--- config.mk ---
export PLATFORM = sky130hd
export DESIGN_NAME = adc_poll_seq
export DESIGN_NICKNAME = d
export VERILOG_FILES = /design/src/rtl/adc_seq_pkg.sv /design/src/rtl/adc_status_sync.sv /design/src/rtl/adc_capture_buf.sv /design/src/rtl/adc_seq_ctrl.sv /design/src/rtl/adc_poll_seq.sv
export SDC_FILE = /design/constraint.sdc
export NUM_CORES = 1
export LEC_CHECK = 0
export ABC_AREA = 1
export BUFFER_PORTS_ARGS = -buffer_cell sky130_fd_sc_hd__buf_4
export CAP_MARGIN = 20
export CORE_MARGIN = 2
export CORE_UTILIZATION = 50
export DETAILED_ROUTE_END_ITERATION = 10
export PLACE_DENSITY = 0.74
export SLEW_MARGIN = 20
export SYNTH_ARGS = -nofsm -noshare
export SYNTH_HDL_FRONTEND = slang
export SYNTH_SLANG_ARGS = --single-unit
export TNS_END_PERCENT = 100
--- constraint.sdc ---
create_clock -name clk -period 2.15 [get_ports clk]
set_input_delay 0.215 -clock clk [delete_from_list [all_inputs] [get_ports clk]]
set_output_delay 0.215 -clock clk [all_outputs]
set_load 0.01 [all_outputs]
--- src/rtl/adc_seq_pkg.sv ---
// Package: shared types for the polled converter sequencer.
// Assumes: nothing beyond IEEE 1800-2017.
package adc_seq_pkg;

    // Phases of one record, one conversion at a time.
    typedef enum logic [2:0] {
        SQ_IDLE    = 3'd0,
        SQ_PULSE   = 3'd1,
        SQ_WAIT_HI = 3'd2,
        SQ_WAIT_LO = 3'd3,
        SQ_GAP     = 3'd4
    } seq_state_t;

endpackage

--- src/rtl/adc_status_sync.sv ---
// Module: multi-stage synchronizer for the asynchronous converter status.
// Assumes: the input toggles slower than the clock; STAGES >= 2.
module adc_status_sync #(
    parameter int unsigned STAGES = 2
) (
    input  logic clk,
    input  logic rst_n,
    input  logic async_in,
    output logic sync_out
);

    logic [STAGES-1:0] chain;

    // Shift the status through the flop chain; reset to idle (not busy).
    always_ff @(posedge clk) begin
        if (!rst_n) begin
            chain <= '0;
        end else begin
            chain <= {chain[STAGES-2:0], async_in};
        end
    end

    assign sync_out = chain[STAGES-1];

endmodule

--- src/rtl/adc_capture_buf.sv ---
// Module: single-write, single-read capture memory with a registered read.
// Assumes: write and read may hit the same address; read returns old data then.
module adc_capture_buf #(
    parameter int unsigned DEPTH  = 64,
    parameter int unsigned WIDTH  = 9,
    localparam int unsigned AW    = $clog2(DEPTH)
) (
    input  logic             clk,
    input  logic             wr_en,
    input  logic [AW-1:0]    wr_addr,
    input  logic [WIDTH-1:0] wr_data,
    input  logic [AW-1:0]    rd_addr,
    output logic [WIDTH-1:0] rd_data
);

    logic [WIDTH-1:0] mem [DEPTH];

    // Store one sample when the sequencer asks.
    always_ff @(posedge clk) begin
        if (wr_en) begin
            mem[wr_addr] <= wr_data;
        end
    end

    // Registered read port.
    always_ff @(posedge clk) begin
        rd_data <= mem[rd_addr];
    end

endmodule

--- src/rtl/adc_seq_ctrl.sv ---
// Module: record controller. Issues start pulses, polls the synchronized
// status for a high-then-low handshake, writes truncated results and
// paces conversions by a period counter.
// Assumes: status input is already synchronized; result is stable once the
// status has returned low and until the next start pulse.
module adc_seq_ctrl
    import adc_seq_pkg::*;
#(
    parameter int unsigned CNT_W  = 16,
    parameter int unsigned DEPTH  = 64,
    parameter int unsigned KEEP_W = 9,
    localparam int unsigned IDX_W = $clog2(DEPTH)
) (
    input  logic              clk,
    input  logic              rst_n,
    input  logic [CNT_W-1:0]  cfg_pulse_len,
    input  logic [CNT_W-1:0]  cfg_period,
    input  logic [CNT_W-1:0]  cfg_timeout,
    input  logic [IDX_W:0]    cfg_count,
    input  logic              rec_start,
    input  logic              busy_s,
    input  logic [KEEP_W-1:0] sample_in,
    output logic              convst,
    output logic              rec_busy,
    output logic              rec_done,
    output logic              rec_err,
    output logic              wr_en,
    output logic [IDX_W-1:0]  wr_addr,
    output logic [KEEP_W-1:0] wr_data
);

    localparam logic [IDX_W:0] DEPTH_V = (IDX_W+1)'(DEPTH);

    seq_state_t        state;
    logic [CNT_W-1:0]  per_cnt;
    logic [CNT_W-1:0]  ph_cnt;
    logic [IDX_W-1:0]  idx;
    logic [CNT_W-1:0]  pulse_eff;
    logic [IDX_W:0]    count_eff;
    logic [IDX_W:0]    last_idx;
    logic              eoc_seen;
    logic              timed_out;

    // Clamp the programmed pulse width and sample count to legal values.
    always_comb begin
        pulse_eff = (cfg_pulse_len == '0) ? CNT_W'(1) : cfg_pulse_len;
        if (cfg_count == '0) begin
            count_eff = (IDX_W+1)'(1);
        end else if (cfg_count > DEPTH_V) begin
            count_eff = DEPTH_V;
        end else begin
            count_eff = cfg_count;
        end
        last_idx  = count_eff - 1'b1;
        eoc_seen  = (state == SQ_WAIT_LO) && !busy_s;
        timed_out = (ph_cnt >= cfg_timeout);
    end

    // Main sequencing, counters and sticky flags.
    always_ff @(posedge clk) begin
        if (!rst_n) begin
            state    <= SQ_IDLE;
            per_cnt  <= '0;
            ph_cnt   <= '0;
            idx      <= '0;
            rec_done <= 1'b0;
            rec_err  <= 1'b0;
        end else begin
            if (per_cnt != '1) begin
                per_cnt <= per_cnt + 1'b1;
            end
            unique case (state)
                SQ_IDLE: begin
                    if (rec_start) begin
                        state    <= SQ_PULSE;
                        per_cnt  <= CNT_W'(1);
                        ph_cnt   <= CNT_W'(1);
                        idx      <= '0;
                        rec_done <= 1'b0;
                        rec_err  <= 1'b0;
                    end
                end
                SQ_PULSE: begin
                    if (ph_cnt >= pulse_eff) begin
                        state  <= SQ_WAIT_HI;
                        ph_cnt <= '0;
                    end else begin
                        ph_cnt <= ph_cnt + 1'b1;
                    end
                end
                SQ_WAIT_HI: begin
                    if (busy_s) begin
                        state  <= SQ_WAIT_LO;
                        ph_cnt <= ph_cnt + 1'b1;
                    end else if (timed_out) begin
                        state   <= SQ_IDLE;
                        rec_err <= 1'b1;
                    end else begin
                        ph_cnt <= ph_cnt + 1'b1;
                    end
                end
                SQ_WAIT_LO: begin
                    if (!busy_s) begin
                        if ({1'b0, idx} == last_idx) begin
                            state    <= SQ_IDLE;
                            rec_done <= 1'b1;
                        end else begin
                            state <= SQ_GAP;
                            idx   <= idx + 1'b1;
                        end
                    end else if (timed_out) begin
                        state   <= SQ_IDLE;
                        rec_err <= 1'b1;
                    end else begin
                        ph_cnt <= ph_cnt + 1'b1;
                    end
                end
                SQ_GAP: begin
                    if (per_cnt >= cfg_period) begin
                        state   <= SQ_PULSE;
                        per_cnt <= CNT_W'(1);
                        ph_cnt  <= CNT_W'(1);
                    end
                end
                default: state <= SQ_IDLE;
            endcase
        end
    end

    // Port-facing decodes of the state.
    assign convst   = (state == SQ_PULSE);
    assign rec_busy = (state != SQ_IDLE);
    assign wr_en    = eoc_seen;
    assign wr_addr  = idx;
    assign wr_data  = sample_in;

endmodule

--- src/rtl/adc_poll_seq.sv ---
// Module: top of the polled converter sequencer. Synchronizes the status,
// runs the record controller and holds the captured samples.
// Assumes: adc_busy is asynchronous, high while a conversion runs.
module adc_poll_seq #(
    parameter int unsigned CNT_W  = 16,
    parameter int unsigned DEPTH  = 64,
    parameter int unsigned RAW_W  = 12,
    parameter int unsigned KEEP_W = 9,
    parameter int unsigned SYNC_N = 2,
    localparam int unsigned IDX_W = $clog2(DEPTH)
) (
    input  logic              clk,
    input  logic              rst_n,
    input  logic [CNT_W-1:0]  cfg_pulse_len,
    input  logic [CNT_W-1:0]  cfg_period,
    input  logic [CNT_W-1:0]  cfg_timeout,
    input  logic [IDX_W:0]    cfg_count,
    input  logic              rec_start,
    output logic              adc_convst,
    input  logic              adc_busy,
    input  logic [RAW_W-1:0]  adc_data,
    output logic              rec_busy,
    output logic              rec_done,
    output logic              rec_err,
    input  logic [IDX_W-1:0]  rd_addr,
    output logic [KEEP_W-1:0] rd_data
);

    localparam int unsigned DROP_W = RAW_W - KEEP_W;

    logic              busy_s;
    logic              wr_en;
    logic [IDX_W-1:0]  wr_addr;
    logic [KEEP_W-1:0] wr_data;
    logic [KEEP_W-1:0] kept_bits;
    logic              unused_low_bits;

    // Keep the most significant bits; the rest are discarded as noise.
    assign kept_bits       = adc_data[RAW_W-1 -: KEEP_W];
    assign unused_low_bits = ^adc_data[DROP_W-1:0];

    adc_status_sync #(
        .STAGES  (SYNC_N)
    ) u_sync (
        .clk      (clk),
        .rst_n    (rst_n),
        .async_in (adc_busy),
        .sync_out (busy_s)
    );

    adc_seq_ctrl #(
        .CNT_W  (CNT_W),
        .DEPTH  (DEPTH),
        .KEEP_W (KEEP_W)
    ) u_ctrl (
        .clk           (clk),
        .rst_n         (rst_n),
        .cfg_pulse_len (cfg_pulse_len),
        .cfg_period    (cfg_period),
        .cfg_timeout   (cfg_timeout),
        .cfg_count     (cfg_count),
        .rec_start     (rec_start),
        .busy_s        (busy_s),
        .sample_in     (kept_bits),
        .convst        (adc_convst),
        .rec_busy      (rec_busy),
        .rec_done      (rec_done),
        .rec_err       (rec_err),
        .wr_en         (wr_en),
        .wr_addr       (wr_addr),
        .wr_data       (wr_data)
    );

    adc_capture_buf #(
        .DEPTH (DEPTH),
        .WIDTH (KEEP_W)
    ) u_buf (
        .clk     (clk),
        .wr_en   (wr_en),
        .wr_addr (wr_addr),
        .wr_data (wr_data),
        .rd_addr (rd_addr),
        .rd_data (rd_data)
    );

endmodule

==> metrics, run 1 <==
outcome finished, final reports clean; TritonCTS clock tree yes; synthesized area between 20,000 and 30,000 um2; wire per inst a little over 20 um; layout cells sized above 1 16.6%; post-synthesis sequential area ratio 68.3%; busiest grt layer met2; asr flop ratio synth 0%; Pwr Density ~860 nW/um2; dpl hpwl between 40,000 and 50,000 um; number of global-route vias before repair around 19,000; largest net degree at the start of global routing between 80 and 90; synthesized instance count about 2,300; Post-synth EDFFs between 500 and 600; Crit. End Element register; core area ~53,000 um2; Final ANT Viol Nets 0; DRC errors left 0; Worst-Skew Late Latency 0.63 ns; drt initial violations 1,884; crit path time final between 2 and 2.5 ns; Main synth FF type edfxtp_1; die width between 200 and 250 um; slowest stage delay, CP between 0.3 and 0.4 ns; row cnt 85; grt ovf 0; Syn Area/Cell 11.5 um2; VDD IR max ~0.00061 V; period utilization between 90% and 100%; Slew @ Worst Pin 0.797 ns; CP Class register to register; RSZ-0062 raised after global routing true; Worst Clk Skew 0.0312 ns; Synth warnings 0; DIE AREA 55,700 um2; CP required between 2 and 3 ns; ant diodes 0; H-tree depth 2; Post-Synthesis Net Count between 2,000 and 2,500; Reg clk slew, reported paths ~0.060 ns; TritonRoute pass-1 iters 6; final setup violating endpoints 0; met2 GRT Util approximately two fifths; Max-Cap Viols 0; critical path peak fanout 6; setup_tns 0 ns; total wire length 68,300 um; total CTS buffers 60; Total Power around 27 mW; P&R area growth vs syn 18.2%; Fillers ~4,100; Root Driver clkbuf_16; #FFs+latches synth between 600 and 700; slew margin rel. between 40% and 50%; met3 Use GR 3.43%; crit-path cells ha_1 > nand2_1 > inv_1 > nor2_1 > o21ai_0 > a21oi_2 > nand4_4 > nand2_4 > nand2_1 > a21oi_1 > a21oi_2 > nor2_1; Slew Viols, Final 0; CP max-delay cell dfxtp_2; DR vias 19,500; I/O pin count 90; first-pass GRT wire length between 100,000 and 150,000 um; HP Class input pin to register; fin util about three fifths; Die Height between 200 and 250 um; Final Wtd Congestion slightly above 0.9; Fin. Hold Viols 0; nature of the critical path startpoint register; Unique masters post-synth approximately 50; leakage around 11 nW; met1 Usage GRT 32.1%; Worst R2R Setup Slack 0.10 ns; PortBufs between 80 and 90; CTS Sinks between 600 and 700; Arr. time, crit path 2.61 ns; clock tree buffer depth 3; maximum clock frequency slightly below 0.5 GHz; initial core utilization approximately 50%; via/cell ratio approximately 5.9; All-Layer GR Usage a little under a quarter; initial antenna violation count 0; Nets roughly 2,700
[where the power goes]
part,switching [mW],internal [mW]
clock,4.50,6.51
combinational,1.80,0.969
sequential,0.0663,13.4
total,6.37,20.9
[cell type report]
class	count	area, um2	share of cell area (%)
flip-flops and latches	630	18400	57.8
multi-input cells	1466	7720	24.3
repair buffers	272	2280	7.16
clock buffers	87	1760	5.52
well taps	696	871	2.74
inverters	121	460	1.45
clock inverters	26	325	1.02
[synthesized netlist by cell type, types with 2 or more instances]
master	instances	area, um2
edfxtp_1	576	17300
nor2_1	478	1790
o21ai_0	374	1870
o22ai_1	149	932
nand2_1	146	548
inv_1	107	402
clkbuf_1	81	304
a21oi_1	58	290
dfxtp_1	54	1080
ha_1	52	651
nand3_1	52	260
buf_2	36	180
o221ai_1	23	201
nand4_1	19	119
o211ai_1	19	143
nor3_1	12	60.1
xor2_1	12	105
inv_2	9	33.8
o21ai_1	9	45.0
o21bai_1	7	52.6
buf_4	6	45.0
nor2_2	6	37.5
nand2_2	5	31.3
nor4_1	5	31.3
xnor2_1	5	43.8
buf_6	4	45.0
clkinv_1	4	15.0
nand3_2	4	40.0
or2_1	4	25.0
o21a_1	3	22.5
a211oi_1	2	15.0
a31oi_1	2	12.5
nor2_4	2	22.5
o311ai_1	2	17.5
or2_0	2	12.5
[placed cells by master (no fill, tap or decap), drive strengths merged, types with 7 or more instances in the layout]
cell | netlist | routed
o22ai | 149 | 149
bufinv | 0 | 7
nand4 | 20 | 20
xor2 | 12 | 12
nor2 | 486 | 486
nor3 | 13 | 13
a21oi | 58 | 58
nand3 | 56 | 57
o21ai | 383 | 383
o211ai | 19 | 19
o21bai | 7 | 7
nand2 | 152 | 152
inv | 117 | 120
buf | 46 | 267
clkinv | 4 | 19
edfxtp | 576 | 576
clkbuf | 81 | 88
ha | 52 | 52
or2 | 7 | 7
o221ai | 23 | 23
dfxtp | 54 | 54
[per-layer routing]
layer	part of all wire (%)	up-vias	wire length (um)
li1	-	8945	-
met1	40	9430	27200
met2	48	994	33100
met3	8.9	137	6080
met4	2.8	0	1940
met5	0	-	0
[metrics by stage]
| stage | instances | instance area, um2 | setup WS [ns] | hold slack, ns |
|---|---|---|---|---|
| floorplan | 2343 | 26900 | 0.185 | 0.313 |
| global placement | 3172 | 29400 | -0.0801 | 0.402 |
| detailed placement | 3172 | 29400 | -0.166 | 0.408 |
| CTS | 3289 | 31500 | -0.0313 | 0.0716 |
| global route | 3298 | 31800 | -0.0475 | 0.102 |
| finish | 3298 | 31800 | 0.101 | 0.0967 |
[worst max-delay path: cells and delay by family, from the launching register on]
family	cells	cell delay, ns
AND/OR/NAND/NOR	6	0.70
adder cells (fa/ha/maj)	1	0.32
flip-flops	1	0.36
buffers and inverters	1	0.03
AO/OA/AOI/OAI	4	0.59
[registers in the layout, summed over array words and instances, names as in the netlist]
signal and count:
u_ctrl.rec_err 1, u_ctrl.per_cnt 16, u_ctrl.rec_done 1, u_buf.mem 576, u_ctrl.state 3, u_ctrl.ph_cnt 16, u_buf.rd_data 9, u_ctrl.wr_addr 6
u_sync.chain 2
[worst paths after layout]
check / startpoint / endpoint / cells past startpoint
worst max-delay path: u_ctrl.ph_cnt[9]$_SDFFE_PN0P_ / u_ctrl.ph_cnt[14]$_SDFFE_PN0P_ / 12
worst min-delay path: rd_addr[4] / u_buf.rd_data[8]$_DFF_P_ / 4
worst max register to register: u_ctrl.ph_cnt[9]$_SDFFE_PN0P_ / u_ctrl.ph_cnt[14]$_SDFFE_PN0P_ / 12
worst min register to register: u_sync.chain[0]$_SDFF_PN0_ / u_sync.chain[1]$_SDFF_PN0_ / 2
[cell families (layout without fill, tap and decap cells)]
kind of cell / count (synthesis) / in the layout / share of synthesized area, %
adders and majority gates: 52 / 52 / 2.42
AOI/OAI and AO/OA: 652 / 652 / 13.5
buffers and inverters: 248 / 506 / 3.83
xor gates and xnor gates: 17 / 17 / 0.553
and+or+nand+nor: 744 / 745 / 11.4
DFF: 630 / 630 / 68.3
[what timing repair did]
item                                    in CTS  in global routing
endpoints found under the setup margin      10                146
buffers inserted                             0                  7
cloned                                       0                  2
hold buffers                                 4                  0
hold endpoints to repair                    20                  0
gates resized for setup                      1                 61
pin swaps                                    0                 15
Power figures use the tool's default switching activity.
==> inputs of run 2 (changes only) <==
- CELL_PAD_IN_SITES_DETAIL_PLACEMENT: not set -> 1
- CELL_PAD_IN_SITES_GLOBAL_PLACEMENT: not set -> 1
- PLACE_DENSITY: 0.74 -> 0.87
==> metrics, run 2 (synthesis gave the netlist of run 1 again) <==
Top delay family on crit path simple AND/OR/NAND/NOR gates; Worst R2R Start u_ctrl.ph_cnt[9]$_SDFFE_PN0P_; hold_ws 0.136 ns (+0.0388 ns); H-tree depth 2 (unchanged); fin worst setup slack -0.114 ns (-0.214 ns); violated checks setup timing; TritonRoute pass-1 iters 5 (-1); Worst-Skew Late Latency 0.65 ns (+0.02 ns); I/O pin count 90 (unchanged); first-pass GRT wire length 130,000 um (+25%); post-placement setup slack -0.172 ns (-0.00615 ns); maximum clock frequency 0.442 GHz (-9.5%); final setup violating endpoints 255 (+255); Fin. Hold Viols 0 (unchanged); Reg2Reg Depth 12 (unchanged); biggest regs u_buf.mem (576), u_ctrl.per_cnt (16), u_ctrl.ph_cnt (16); period utilization 105% (+10 points); Inst Count DP 3,155 (-0.54%); Slew Viols, Final 0 (unchanged); DR vias 20,900 (+6.9%); TritonCTS clock tree yes; largest net degree at the start of global routing 106 (+29%); Hold Crit Endpoint u_buf.rd_data[3]$_DFF_P_; core area 53,500 um2 (unchanged); Reg clk slew, reported paths 0.08 ns (+0.02 ns); Max-Cap Viols 0 (unchanged); DIE AREA 55,700 um2 (unchanged); Arr. time, crit path 2.81 ns (+0.20 ns); fin util 59.2% (-0.21 points); Crit. End Element register; Hold Path Depth 4 (unchanged); Fillers 5,452 (+34%); Slew @ Worst Pin 0.877 ns (+0.0800 ns); die width 236 um (unchanged); HP Start rd_addr[4]; leakage 11.1 nW (-1.2%); Worst R2R Setup Slack -0.11 ns (-0.21 ns); DRC errors left 0 (unchanged); worst r2r dst u_ctrl.ph_cnt[15]$_SDFFE_PN0P_; All-Layer GR Usage 30.7% (+6.8 points); commonest non-fill, non-tap cells in the layout 576 x edfxtp_1, 471 x nor2_1, 366 x o21ai_0; CP max-delay cell dfxtp_4; HP Class input pin to register; total wire length 88,800 um (+30%); clock tree buffer depth 3 (unchanged); drt initial violations 2,242 (+19%); max reg flops 576 (unchanged); Final ANT Viol Nets 0 (unchanged); row cnt 85 (unchanged); via/cell ratio 6.34 (+7.3%); PortBufs 86 (unchanged); crit-path most repeated cell nand2_1; Final Wtd Congestion 0.885 (-3.7%); Root Driver clkbuf_16; Worst Clk Skew 0.0362 ns (+0.00494 ns); total CTS buffers 61 (+1.7%); Biggest register u_buf.mem; slowest stage delay, CP 0.41 ns (+0.05 ns); grt ovf 0 (unchanged); WP depth 12 (unchanged); RSZ-0062 raised after global routing true; number of global-route vias before repair 22,100 (+18%); initial core utilization 50.3% (unchanged); dpl hpwl 51,900 um (+25%); Worst Path Buf+Inv 1 (unchanged); P&R area growth vs syn 17.8%; most common cell after layout, fill and taps aside edfxtp_1; CTS Sinks 630 (unchanged); Pwr Density 866 nW/um2 (+0.89%); slew margin rel. 41.5% (-5.3 points); Finished Layout Cells 3,287 (-0.33%); layout cells sized above 1 17.1% (+0.47 points); CP Class register to register; Die Height 236 um (unchanged); nature of the critical path startpoint register; crit path time final 2.26 ns (+0.214 ns); critical path peak fanout 5 (-1); initial antenna violation count 1 (+1); VDD IR max 0.000635 V (+3.4%); crit-path cells ha_4 > nand2_1 > inv_1 > o21bai_1 > nand2_1 > a21oi_4 > nand4_1 > nand3_4 > nand2_2 > nand2_1 > nand2_1 > a21oi_2; Nets 2,667 (-0.49%); CP required 2.70 ns (about the same); outcome finished, violations left; wire per inst 27.0 um (+30%)
-- run 2: cell types whose count changed in the layout (fill, tap and decap cells not counted), sizes merged --
cell    change
buf        -13
clkbuf     -11
clkinv     +13
inv         -2
diode       +2
-- run 2: final cells by class --
type / instances / area (um2) / share of cell area [%]
flip-flops and latches: 630 / 18400 / 58.1
multi-input cells: 1466 / 7840 / 24.7
repair buffers: 258 / 2120 / 6.69
clock buffers: 77 / 1610 / 5.07
well taps: 696 / 871 / 2.75
inverters: 121 / 462 / 1.46
clock inverters: 37 / 384 / 1.21
diodes: 2 / 5.00 / 0.0158
-- run 2: repair_timing --
item                       in CTS  in global routing
gates resized for setup        14                 80
setup endpoints to repair     330                 52
buffers inserted                1                  9
cloned                          0                  2
hold buffers                    4                  0
pin swaps                       2                 24
hold endpoints to repair       21                  0
-- run 2: per-layer routing --
metal / global-route usage, % / share of wire [%]
met2: 54.1 / 51
met3: 5.00 / 7.7
met4: 15.7 / 5.6
met1: 36.4 / 36
met5: 0 / 0
-- run 2: worst min-delay path, cell delays in order --
cell,delay [ns]
buf_4,0.24
o211ai_1,0.14
o211ai_1,0.09
nand2_1,0.07
-- run 2: through the flow --
stage	setup TNS, ns	power (mW)	cell area, um2
finish	-8.40	27.4	31700
global route	-15.37	28.1	31700
CTS	-0.0147	27.2	31300
detailed placement	-7.01	16.4	29200
global placement	-0.526	16.2	29200
floorplan	0	15.2	26900
-- run 2: power breakdown --
group	switching [mW]	internal (mW)	total, mW
Clock	4.73	6.14	10.9
Combinational	2.05	0.983	3.04
Sequential	0.0777	13.4	13.5
Total	6.87	20.6	27.4
-- run 2: worst max-delay path by stage --
| stage | slack [ns] | startpoint | to |
|---|---|---|---|
| floorplan | 0.18 | u_ctrl.wr_addr[2]$_SDFFE_PN0P_ | u_buf.mem[15][0]$_DFFE_PP_ |
| global placement | -0.08 | cfg_pulse_len[13] | u_ctrl.state[0]$_SDFFE_PN0P_ |
| detailed placement | -0.17 | u_ctrl.ph_cnt[9]$_SDFFE_PN0P_ | u_ctrl.ph_cnt[7]$_SDFFE_PN0P_ |
| CTS | -0.01 | u_ctrl.per_cnt[15]$_SDFF_PN0_ | u_ctrl.ph_cnt[2]$_SDFFE_PN0P_ |
| global route | -0.17 | u_ctrl.per_cnt[3]$_SDFF_PN0_ | u_ctrl.ph_cnt[3]$_SDFFE_PN0P_ |
| finish | -0.11 | u_ctrl.ph_cnt[9]$_SDFFE_PN0P_ | u_ctrl.ph_cnt[15]$_SDFFE_PN0P_ |
==> inputs of run 3 (changes only) <==
- CORE_UTILIZATION: 50 -> 40
- PLACE_DENSITY: 0.87 -> not set
- PLACE_DENSITY_LB_ADDON: not set -> 0.1
==> metrics, run 3 (synthesis gave the netlist of run 1 again) <==
initial antenna violation count 0 (-1); row cnt 95 (+12%); post-placement setup slack -0.118 ns (+0.0534 ns); Reg area 18,400 um2 (-0.10%); dpl hpwl 52,100 um (+0.31%); core area 66,900 um2 (+25%); most common cell after layout, fill and taps aside edfxtp_1; Nets 2,752 (+3.2%); Worst Clk Skew 0.0284 ns (-0.00781 ns); crit path time final 2.07 ns (-0.195 ns); VDD IR max 0.000575 V (-9.5%); DRC errors left 0 (unchanged); CP required 2.65 ns (-0.05 ns); CTS Sinks 630 (unchanged); P&R area growth vs syn 21.9%; final setup violating endpoints 0 (-100%); total wire length 82,000 um (-7.6%); first-pass GRT wire length 124,000 um (-4.3%); Final Wtd Congestion 0.826 (-6.8%); H-tree depth 3 (+1); biggest regs u_buf.mem (576), u_ctrl.per_cnt (16), u_ctrl.ph_cnt (16); via/cell ratio 5.55 (-13%); leakage 11.6 nW (+4.8%); multi-input combinational cell area 7800 um2 (-0.46%); Worst-Skew Late Latency 0.62 ns (-0.03 ns); clock tree buffer depth 3 (unchanged); Final ANT Viol Nets 0 (unchanged); commonest non-fill, non-tap cells in the layout 576 x edfxtp_1, 475 x nor2_1, 359 x o21ai_0; grt ovf 0 (unchanged); Die Height 263 um (+12%); number of global-route vias before repair 20,500 (-7.2%); Root Driver clkbuf_16; critical path peak fanout 5 (unchanged); layout cells sized above 1 18.9% (+1.8 points); slew margin rel. 42.2% (+0.66 points); total CTS buffers 72 (+18%); fin worst setup slack 0.0812 ns (+0.195 ns); die width 263 um (+12%); maximum clock frequency 0.483 GHz (+9.4%); Pwr Density 860 nW/um2 (-0.59%); HP Class input pin to register; period utilization 96.2% (-9.1 points); CP Class register to register; All-Layer GR Usage 23.6% (-7.1 points); TritonCTS clock tree yes; Crit. End Element register; Slew @ Worst Pin 0.867 ns (-0.00996 ns); Reg clk slew, reported paths 0.06 ns (-0.02 ns); Max-Cap Viols 0 (unchanged); I/O pin count 90 (unchanged); DIE AREA 69,400 um2 (+25%); TritonRoute pass-1 iters 6 (+1); largest net degree at the start of global routing 65 (-39%); Biggest register u_buf.mem; ant diodes 0 (-2); setup_tns 0 ns (+8.40 ns); Arr. time, crit path 2.57 ns (-0.24 ns); max reg flops 576 (unchanged); nature of the critical path startpoint register; Fin. Hold Viols 0 (unchanged); Slew Viols, Final 0 (unchanged); drt initial violations 1,288 (-43%); DR vias 19,700 (-5.5%); initial core utilization 40.2% (-10 points); outcome finished, final reports clean; Fillers 7,136 (+31%); PortBufs 86 (unchanged); wire per inst 23.1 um (-15%)
==> run 3: path summary, 6_finish.rpt <==
path                            cells past startpoint                      startpoint                        endpoint  slack [ns]
worst min register to register                      2      u_sync.chain[0]$_SDFF_PN0_      u_sync.chain[1]$_SDFF_PN0_        0.41
worst max register to register                     12  u_ctrl.ph_cnt[15]$_SDFFE_PN0P_  u_ctrl.ph_cnt[15]$_SDFFE_PN0P_        0.08
worst max-delay path                               12  u_ctrl.ph_cnt[15]$_SDFFE_PN0P_  u_ctrl.ph_cnt[15]$_SDFFE_PN0P_        0.08
worst min-delay path                                1                     adc_data[9]      u_buf.mem[27][6]$_DFFE_PP_        0.05
==> run 3: per-layer routing <==
layer | global-route usage [%] | share of wire [%] | wire (um)
met5 | 0 | 0 | 0
met2 | 40.7 | 50 | 40900
met4 | 5.96 | 2.2 | 1790
met1 | 31.5 | 44 | 36000
met3 | 3.08 | 4.1 | 3340
==> run 3: critical path, cell delays in order (launching register included) <==
cell	delay [ns]
dfxtp_1	0.33
buf_4	0.16
ha_1	0.30
nand2_1	0.14
o21ai_1	0.12
a21oi_2	0.18
nand4_4	0.17
buf_6	0.16
nand3_4	0.11
nand2_2	0.06
nand2_1	0.07
nand2_1	0.05
a21oi_1	0.12
==> run 3: what timing repair did <==
item / in CTS / in global routing
buffers inserted: 1 / 12
hold buffers: 4 / 0
endpoints found under the hold margin: 21 / 0
pin swaps: 3 / 24
cloned: 0 / 1
setup endpoints to repair: 19 / 50
resized for setup: 11 / 76
==> run 3: metrics by stage <==
stage	utilization [%]	power (mW)	area (um2)	hold slack, ns	cells
after global routing	49.0	29.2	32800	0.0441	3553
after global placement	45.0	16.5	30100	0.397	3404
after CTS	48.4	28.3	32400	0.0205	3540
after detailed placement	45.0	16.6	30100	0.401	3404
final	49.0	28.2	32800	0.0524	3553
after floorplan	-	15.2	26900	0.313	2343
==> run 3: where the power goes <==
group / total, mW / internal (mW) / leakage [nW] / switching, mW
registers: 13.5 / 13.4 / 5.62 / 0.0621
logic: 3.03 / 1.10 / 4.94 / 1.93
clock network: 11.7 / 6.78 / 1.07 / 4.90
total: 28.2 / 21.3 / 11.6 / 6.90
==> run 3: final cells by class <==
cell class	instances	area share (%)
flip-flops and latches	630	56.1
multi-input cells	1466	23.8
repair buffers	332	8.67
clock buffers	104	6.05
well taps	873	3.33
inverters	121	1.43
clock inverters	27	0.687
